### config.mk
export PLATFORM = sky130hd
export DESIGN_NAME = comb_src_sel
export DESIGN_NICKNAME = d
export VERILOG_FILES = /design/src/rtl/comb_src_sel.sv
export SDC_FILE = /design/constraint.sdc
export NUM_CORES = 1
export LEC_CHECK = 0
export BUFFER_PORTS_ARGS = -buffer_cell sky130_fd_sc_hd__buf_2
export CELL_PAD_IN_SITES_DETAIL_PLACEMENT = 0
export CELL_PAD_IN_SITES_GLOBAL_PLACEMENT = 2
export CORE_MARGIN = 5
export CORE_UTILIZATION = 18
export DETAILED_ROUTE_END_ITERATION = 10
export PLACE_DENSITY_LB_ADDON = 0.1
export SYNTH_ARGS = -nofsm -noshare
export SYNTH_HDL_FRONTEND = slang
export SYNTH_SLANG_ARGS = --single-unit
### constraint.sdc
create_clock -name clk -period 1 [get_ports clk]
set_clock_uncertainty 0.2 [all_clocks]
set_input_delay 0.2 -clock clk [delete_from_list [all_inputs] [get_ports clk]]
set_output_delay 0.2 -clock clk [all_outputs]
set_load 0.005 [all_outputs]
### src/rtl/comb_src_sel.sv
module comb_src_sel (
  input  logic       clk,
  input  logic       rst_n,
  input  logic       line_strobe,
  input  logic       comb_en,
  input  logic [1:0] src_mode,
  input  logic [1:0] std_id,
  input  logic [1:0] xtal_sel,
  input  logic       burst_cvbs,
  input  logic       burst_chroma,
  input  logic       fixed_sc,
  input  logic       sc_ref,
  output logic [1:0] path_sel,
  output logic [1:0] std_sel,
  output logic       comb_active,
  output logic       sc_ref_out,
  output logic       trap_en
);
  localparam logic [1:0] P_CVBS = 2'b00, P_YC = 2'b01, P_COMB = 2'b10;
  localparam logic [1:0] M_CVBS = 2'b00, M_YC = 2'b01, M_AUTO_YC = 2'b10, M_AUTO_CMB = 2'b11;

  logic       pair_ok;
  logic [1:0] pair_code;
  logic [1:0] next_path;
  logic       comb_ok;

  always_comb begin
    pair_ok   = 1'b0;
    pair_code = 2'b00;
    if (std_id == 2'b01) begin
      case (xtal_sel)
        2'b00:   begin pair_ok = 1'b1; pair_code = 2'b00; end
        2'b10:   begin pair_ok = 1'b1; pair_code = 2'b01; end
        2'b11:   begin pair_ok = 1'b1; pair_code = 2'b10; end
        default: begin pair_ok = 1'b0; pair_code = 2'b00; end
      endcase
    end else if (std_id == 2'b10 && xtal_sel == 2'b01) begin
      pair_ok   = 1'b1;
      pair_code = 2'b11;
    end
  end

  assign comb_ok = comb_en & pair_ok;

  always_comb begin
    case (src_mode)
      M_CVBS:     next_path = comb_ok ? P_COMB : P_CVBS;
      M_YC:       next_path = P_YC;
      M_AUTO_YC:  next_path = burst_chroma ? P_YC : P_CVBS;
      M_AUTO_CMB: next_path = burst_chroma ? P_YC :
                              (burst_cvbs && comb_ok) ? P_COMB : P_CVBS;
      default:    next_path = P_CVBS;
    endcase
  end

  always_ff @(posedge clk or negedge rst_n) begin
    if (!rst_n) begin
      path_sel    <= P_CVBS;
      std_sel     <= 2'b00;
      comb_active <= 1'b0;
    end else if (line_strobe) begin
      path_sel    <= next_path;
      std_sel     <= pair_code;
      comb_active <= (next_path == P_COMB);
    end
  end

  assign sc_ref_out = comb_en & sc_ref;
  assign trap_en    = fixed_sc | (std_id != 2'b00);
endmodule


; ---- Word-level counts from Yosys, hierarchy flattened
; Index checks and enable logic that the tools add are counted.
; Widths: inputs -> output; s select.
[word_totals]
register_bits = 5
elab_cells = 32
[op_classes]
eq_ne = 9
mux = 11
bitwise_logic = 3
n_reduce_logical = 6
[ops]
columns = cell, count
row1 = $eq 2x2->1 const B, 6
row2 = $mux 2, 5
row3 = $pmux 2 s4, 1
row4 = $eq 2x1->1 const B, 3
row5 = $logic_not 2->1, 2
row6 = $mux 1, 4
row7 = $pmux 2 s2, 1
row8 = $reduce_or 3->1, 1
row9 = $and 1x1->1, 2
row10 = $logic_and 1x1->1, 2
row11 = $reduce_bool 2->1, 1
row12 = $or 1x1->1, 1

; ---- Longest topological paths before layout
; Gate-level depths: netlist (run 1).
[logic_depth]
depth_word = 10
mapped_depth = 3
depth_no_buf = 3

; ---- Worst setup path after synthesis (run 1)
; Ideal clock, no wire load.
[synth_path]
kind = input-to-reg
start = in line_strobe
end = reg comb_active
setup_time_ns = 0.101
t_arrival_ns = 0.763
required_time_ns = 0.699
slack_ns = -0.064
path_stages = 3
cell_sequence = clkbuf_1 -> nand2_1 -> o32ai_1
[synth_rtl]
columns = item, line
row1 = "start, declared", 4  ; input logic line_strobe,
row2 = "end signal, assigned", 64  ; comb_active <= (next_path == P_COMB);
row3 = "end, declared", 15  ; output logic comb_active,

; ---- Final worst setup path (run 1)
[layout_path]
start = in fixed_sc
end = out trap_en
[layout_between]
elab_chain_len = 1
[layout_lines]
columns = item, line
row1 = "start, declared", 11  ; input logic fixed_sc,
row2 = $or 1x1->1, 69  ; assign trap_en = fixed_sc | (std_id != 2'b00);
row3 = "end, declared", 17  ; output logic trap_en
; Every way passes these cells.

==> results of run 1 <==
cell usage after synthesis:
| cell type | instances | area [um2] |
|---|---|---|
| dfrtp_1 | 5 | 125 |
| a21oi_1 | 4 | 20.0 |
| inv_1 | 4 | 15.0 |
| nor2_1 | 3 | 11.3 |
| nand2_1 | 2 | 7.51 |
| o32ai_1 | 2 | 17.5 |
| a31oi_1 | 1 | 6.26 |
| and2_1 | 1 | 6.26 |
| and2b_2 | 1 | 8.76 |
| and3b_1 | 1 | 8.76 |
| and4bb_1 | 1 | 12.5 |
| clkbuf_1 | 1 | 3.75 |
| mux2i_1 | 1 | 10.0 |
| nand2b_1 | 1 | 6.26 |
| nand4b_1 | 1 | 8.76 |
| o21a_1 | 1 | 7.51 |
| o22ai_1 | 1 | 6.26 |
| or3_1 | 1 | 6.26 |
sequential cells by signal (all words and copies together) (netlist names):
register,flops
std_sel,2
comb_active,1
path_sel,2
metal layers:
metal	vias to the layer above	part of all wire, %	GRT usage, %
li1	177	-	-
met1	168	37	7.93
met2	20	52	10.5
met3	2	11	5.42
met4	0	0.62	2.62
met5	-	0	0
power groups by stage:
stage          Sequential [mW]  Combinational [mW]  Clock, mW
4_1_cts                  0.221               0.130      0.238
6_report                 0.222               0.143      0.225
5_1_grt                  0.223               0.160      0.246
3_5_place_dp             0.224               0.114          0
3_3_place_gp             0.224               0.109          0
2_1_floorplan            0.226              0.0415          0
metrics by stage:
| step | util (%) | power [mW] | TNS (ns) | std cells |
|---|---|---|---|---|
| after floorplan | - | 0.268 | -0.00299 | 32 |
| after global placement | 28.8 | 0.334 | -0.664 | 71 |
| after detailed placement | 28.8 | 0.339 | -0.837 | 71 |
| after CTS | 32.8 | 0.589 | -0.964 | 78 |
| after global routing | 35.2 | 0.629 | -1.06 | 79 |
| final | 35.2 | 0.589 | -0.823 | 79 |
repair_timing:
action	4_1_cts	5_1_grt
gates resized for setup	2	5
pin swaps	1	2
endpoints found under the setup margin	6	8
setup buffers	2	1
hold buffers	1	0
endpoints found under the hold margin	5	0
worst max-delay path, cell delays in order:
cell,delay (ns)
buf_6,0.09
or3_1,0.35
buf_2,0.13
kinds of logic after synthesis:
| family | after synthesis | share of synthesized area, % |
|---|---|---|
| AOI/OAI and AO/OA | 9 | 20.0 |
| buffers and inverters | 5 | 6.52 |
| DFF | 5 | 43.5 |
| muxes | 1 | 3.48 |
| and+or+nand+nor | 12 | 26.5 |
final timing paths:
kind	depth (start not counted)	to	start
min in group asynchronous	2	comb_active	rst_n
setup / recovery	3	trap_en	fixed_sc
hold reg to reg	2	path_sel[0]	path_sel[0]
hold / removal	2	comb_active	line_strobe
setup reg to reg	3	comb_active	comb_active
max in group asynchronous	2	path_sel[0]	rst_n
cell type report:
type / instances / area (um2) / share of cell area, %
tap: 16 / 20.0 / 3.77
inverter: 4 / 15.0 / 2.83
clock buffer: 4 / 26.3 / 4.95
timing repair buffer: 28 / 181 / 34.2
sequential: 5 / 125 / 23.6
multi-input combinational: 22 / 163 / 30.7
==> summary.md, run 1 <==
| Metric | Value |
|---|---|
| CP max FO | 1 |
| Row count | 14 |
| Violated checks | negative setup slack |
| Vias per inst | around 4.6 |
| Final #Nets | 78 |
| Number of I/O port buffers | 20 |
| Initial antenna violation count | 0 |
| Core footprint | about 0.0015 mm2 |
| Final setup margin | -0.164 ns |
| Max_cap viols | 0 |
| Die X | between 40 and 50 um |
| Syn avg cell area | 8.99 um2 |
| RSZ-0062 raised after global routing | true |
| Hold Crit Class | primary input to flip-flop |
| Final setup viols | 7 |
| Syn_nets | 46 |
| Int Power | 0.448 mW |
| Yosys reg bits | 5 |
| IO Pins | 21 |
| Iter 0 DRT Violations | 6 |
| Dpl ws | -0.226 ns |
| Worst-margin pin slew | 0.209 ns |
| Layout cells sized above 1 | between 50 and 60% |
| Post-DRT Antenna Nets | 0 |
| First-pass GRT wire length | approximately 1400 um |
| Part of the power in registers | a little under two fifths |
| CTS Sinks | 5 |
| Starting Density | 19.1% |
| DP Area | approximately 430 um2 |
| GRT Total Usage | 7.21% |
| Logic pwr share | around a quarter |
| GP Congestion | around 0.68 |
| Final hold violations | 0 |
| Clock Power Share | around two fifths |
| Fillcell total | approximately 170 |
| Worst Path Class, Setup | primary input to output port |
| Finished Cell Area | between 500 and 600 um2 |
| Cell Area, Synth | roughly 290 um2 |
| Worst Path Required | 0.60 ns |
| Via count | 367 |
| Chip height | between 40 and 50 um |
| H-tree depth | 1 |
| Residual DRC | 0 |
| Total gr overflow | 0 |
| Avg WL per Cell | 12.3 um |
| Setup crit end kind | output port |
| Vias in the first global route | approximately 360 |
| Fin crit period | between 1 and 1.5 ns |
| Drt total wl | ~1000 um |
| Max frequency | around 860 MHz |
| Pre-Repair DR Iteration Count | 3 |
| Crit share post-route | 116% |
| Pin count of the biggest net entering global routing | 8 |
| Root buffer cell | clkbuf_4 |
| Net Sw Power | roughly 0.14 mW |
| Worst vdd ir | 0.416 mV |
| R2R Setup Slk | 0.04 ns |
| Yosys synthesis warning count | 0 |
| CTS buffer count | 3 |
| CTS Buffer Depth | 2 |
| Syn Inst Count | 32 |
| Worst-Skew Late Latency | between 0.2 and 0.25 ns |
| Power Density | around 1100 mW/mm2 |
| Status | finished, violations left |
| Sequential area share after synthesis | between 40% and 50% |
| Slew Viols, Final | 0 |
| Critical Path Source Type | primary input |
| Pleak | around 0.27 nW |
| Most common cell after layout, fill and taps aside | buf_2 |
| Area growth, synth to finish | 84.3% |
| CP arrival | 0.76 ns |
| DIE AREA | ~0.0025 mm2 |
| CTS tree | yes |
| Antenna diodes | 0 |
| Hpwl dp | 724 um |
| Worst hold slack | between 0.06 and 0.07 ns |
| Sw frac | around a quarter |
| Yosys cell types | 18 |
| Most frequent cells in the layout | 17 x buf_2, 7 x buf_4, 5 x dfrtp_1, 4 x inv_1 |
| Slew margin rel. | a little under nine tenths |
| Clock Pin Slew Worst Setup and Hold Paths | 0.04 ns |
(Power assumes the default switching activity.)
==> run 2: changes to the inputs <==
--- a/config.mk
+++ b/config.mk
@@ -12,6 +12,7 @@
 export CORE_UTILIZATION = 18
 export DETAILED_ROUTE_END_ITERATION = 10
 export PLACE_DENSITY_LB_ADDON = 0.1
+export SETUP_SLACK_MARGIN = 0.5
 export SYNTH_ARGS = -nofsm -noshare
 export SYNTH_HDL_FRONTEND = slang
 export SYNTH_SLANG_ARGS = --single-unit
==> summary.md, run 2 (synthesis results as in run 1) <==
| Metric | Value |
|---|---|
| Worst-Skew Late Latency | 0.23 ns (about the same) |
| Worst path slowest cell | or3_1 |
| Setup crit end kind | output port |
| Via count | 360 (-1.9%) |
| Combined area of the multi-input logic cells | 179 um2 (+10%) |
| Slew Viols, Final | 0 (unchanged) |
| Critical path cell sequence | buf_6, or3_1, buf_2 |
| Initial antenna violation count | 0 (unchanged) |
| Worst Path Required | 0.60 ns (about the same) |
| Root buffer cell | clkbuf_4 |
| Final setup margin | -0.161 ns (+0.00263 ns) |
| Max_cap viols | 0 (unchanged) |
| Layout cells sized above 1 | 61.9% (+7.9 points) |
| CTS Buffer Depth | 2 (unchanged) |
| Hold Crit Class | primary input to asynchronous set/reset pin |
| Final Power | 0.619 mW (+5.1%) |
| Max frequency | 861 MHz (+0.23%) |
| R2R Setup Slk | 0.07 ns (+0.03 ns) |
| Vias per inst | 4.56 (-1.9%) |
| Drt total wl | 944 um (-3.2%) |
| Starting Density | 19.1% (unchanged) |
| CP bufs+invs | 2 (unchanged) |
| Worst Path Class, Setup | primary input to output port |
| RSZ-0062 raised after global routing | true |
| Fillcell total | 171 (+1.2%) |
| Layout Utilization | 37.6% (+2.4 points) |
| Power Density | 1090 mW/mm2 (-1.7%) |
| CTS tree | yes |
| Worst-margin pin slew | 0.199 ns (-0.0105 ns) |
| Most frequent cells in the layout | 14 x buf_2, 7 x buf_6, 7 x buf_4, 5 x dfrtp_1, 4 x inv_1 |
| Final #Nets | 78 (unchanged) |
| Fin crit period | 1.16 ns (-0.00263 ns) |
| Total gr overflow | 0 (unchanged) |
| Pleak | 0.283 nW (+4.4%) |
| Residual DRC | 0 (unchanged) |
| Pin count of the biggest net entering global routing | 10 (+2) |
| Worst vdd ir | 0.558 mV (+34%) |
| Iter 0 DRT Violations | 2 (-4) |
| Post-DRT Antenna Nets | 0 (unchanged) |
| CTS Sinks | 5 (unchanged) |
| Critical Path Source Type | primary input |
| CTS buffer count | 3 (unchanged) |
| Number of I/O port buffers | 20 (unchanged) |
| Setup TNS | -0.906 ns (-0.0835 ns) |
| Avg WL per Cell | 11.9 um (-3.2%) |
| Crit-path leading delay family | simple AND/OR/NAND/NOR gates |
| Hpwl dp | 765 um (+5.7%) |
| DIE AREA | 0.00250 mm2 (unchanged) |
| Core footprint | 0.00151 mm2 (unchanged) |
| CP max FO | 1 (unchanged) |
| Crit share post-route | 116% (-0.26 points) |
| Status | finished, violations left |
| Antenna diodes | 0 (unchanged) |
| Worst hold slack | -0.439 ns (-0.500 ns) |
| Final hold violations | 5 (+5) |
| Row count | 14 (unchanged) |
| Top flop regs | path_sel: 2 flops, std_sel: 2 flops, comb_active: 1 flops |
| GRT Total Usage | 7.46% (+0.24 points) |
| Pre-Repair DR Iteration Count | 2 (-1) |
| GP Congestion | 0.637 (-6.8%) |
| CP peak stage delay | 0.35 ns (about the same) |
| Slew margin rel. | 86.4% (+0.32 points) |
| Die X | 50.0 um (unchanged) |
| Chip height | 50.0 um (unchanged) |
| Violated checks | negative hold slack, negative setup slack |
| H-tree depth | 1 (unchanged) |
| Final setup viols | 9 (+2) |
| Vias in the first global route | 384 (+5.5%) |
| Area growth, synth to finish | 97.0% |
| CP arrival | 0.76 ns (about the same) |
| Most common cell after layout, fill and taps aside | buf_2 |
| IO Pins | 21 (unchanged) |
| Sequential standard cell area | 125 um2 (unchanged) |
| Clock Pin Slew Worst Setup and Hold Paths | 0.05 ns (about the same) |
| First-pass GRT wire length | 1480 um (+3.9%) |
## run 2: changes by cell type in the layout (fill, tap and decap cells not counted), moves of 2 or more
cell and change:
a21oi_2 +2, a21oi_1 -2, buf_2 -3, buf_6 +4
## run 2: final cells by class
| class | instances | share of cell area (%) |
|---|---|---|
| Sequential cell | 5 | 22.1 |
| Timing Repair Buffer | 28 | 35.5 |
| Multi-Input combinational cell | 22 | 31.6 |
| Inverter | 4 | 2.65 |
| Clock buffer | 4 | 4.64 |
| Tap cell | 16 | 3.53 |
## run 2: path summary, 6_finish.rpt
path	start	to	cells after the start
min	rst_n	std_sel[0]	1
min reg2reg	path_sel[1]	path_sel[1]	2
max	fixed_sc	trap_en	3
max reg2reg	comb_active	comb_active	3
min in group clk	std_id[1]	std_sel[1]	3
max in group asynchronous	rst_n	path_sel[1]	1
## run 2: metrics by stage
step / setup WS (ns) / cell area, um2 / cells
3_3_place_gp: -0.189 / 429 / 70
5_1_grt: -0.179 / 567 / 79
4_1_cts: -0.172 / 522 / 78
3_5_place_dp: -0.214 / 429 / 70
6_report: -0.161 / 567 / 79
2_1_floorplan: -0.00149 / 292 / 32
## run 2: power breakdown
part	switching [mW]	internal, mW
Sequential	0.00553	0.216
Clock	0.0835	0.151
Combinational	0.0673	0.0962
## run 2: layer usage
layer	up-vias	GRT usage, %	wire [um]
met5	-	0	0
met4	0	2.62	0
met3	0	4.52	111
met2	17	12.6	481
met1	166	7.39	351
li1	177	-	-
## run 2: repair_timing
action / 4_1_cts / 5_1_grt
setup buffers: 4 / 1
pin swaps: 7 / 5
resized for setup: 7 / 8
setup endpoints to repair: 12 / 12
hold endpoints to repair: 5 / 5
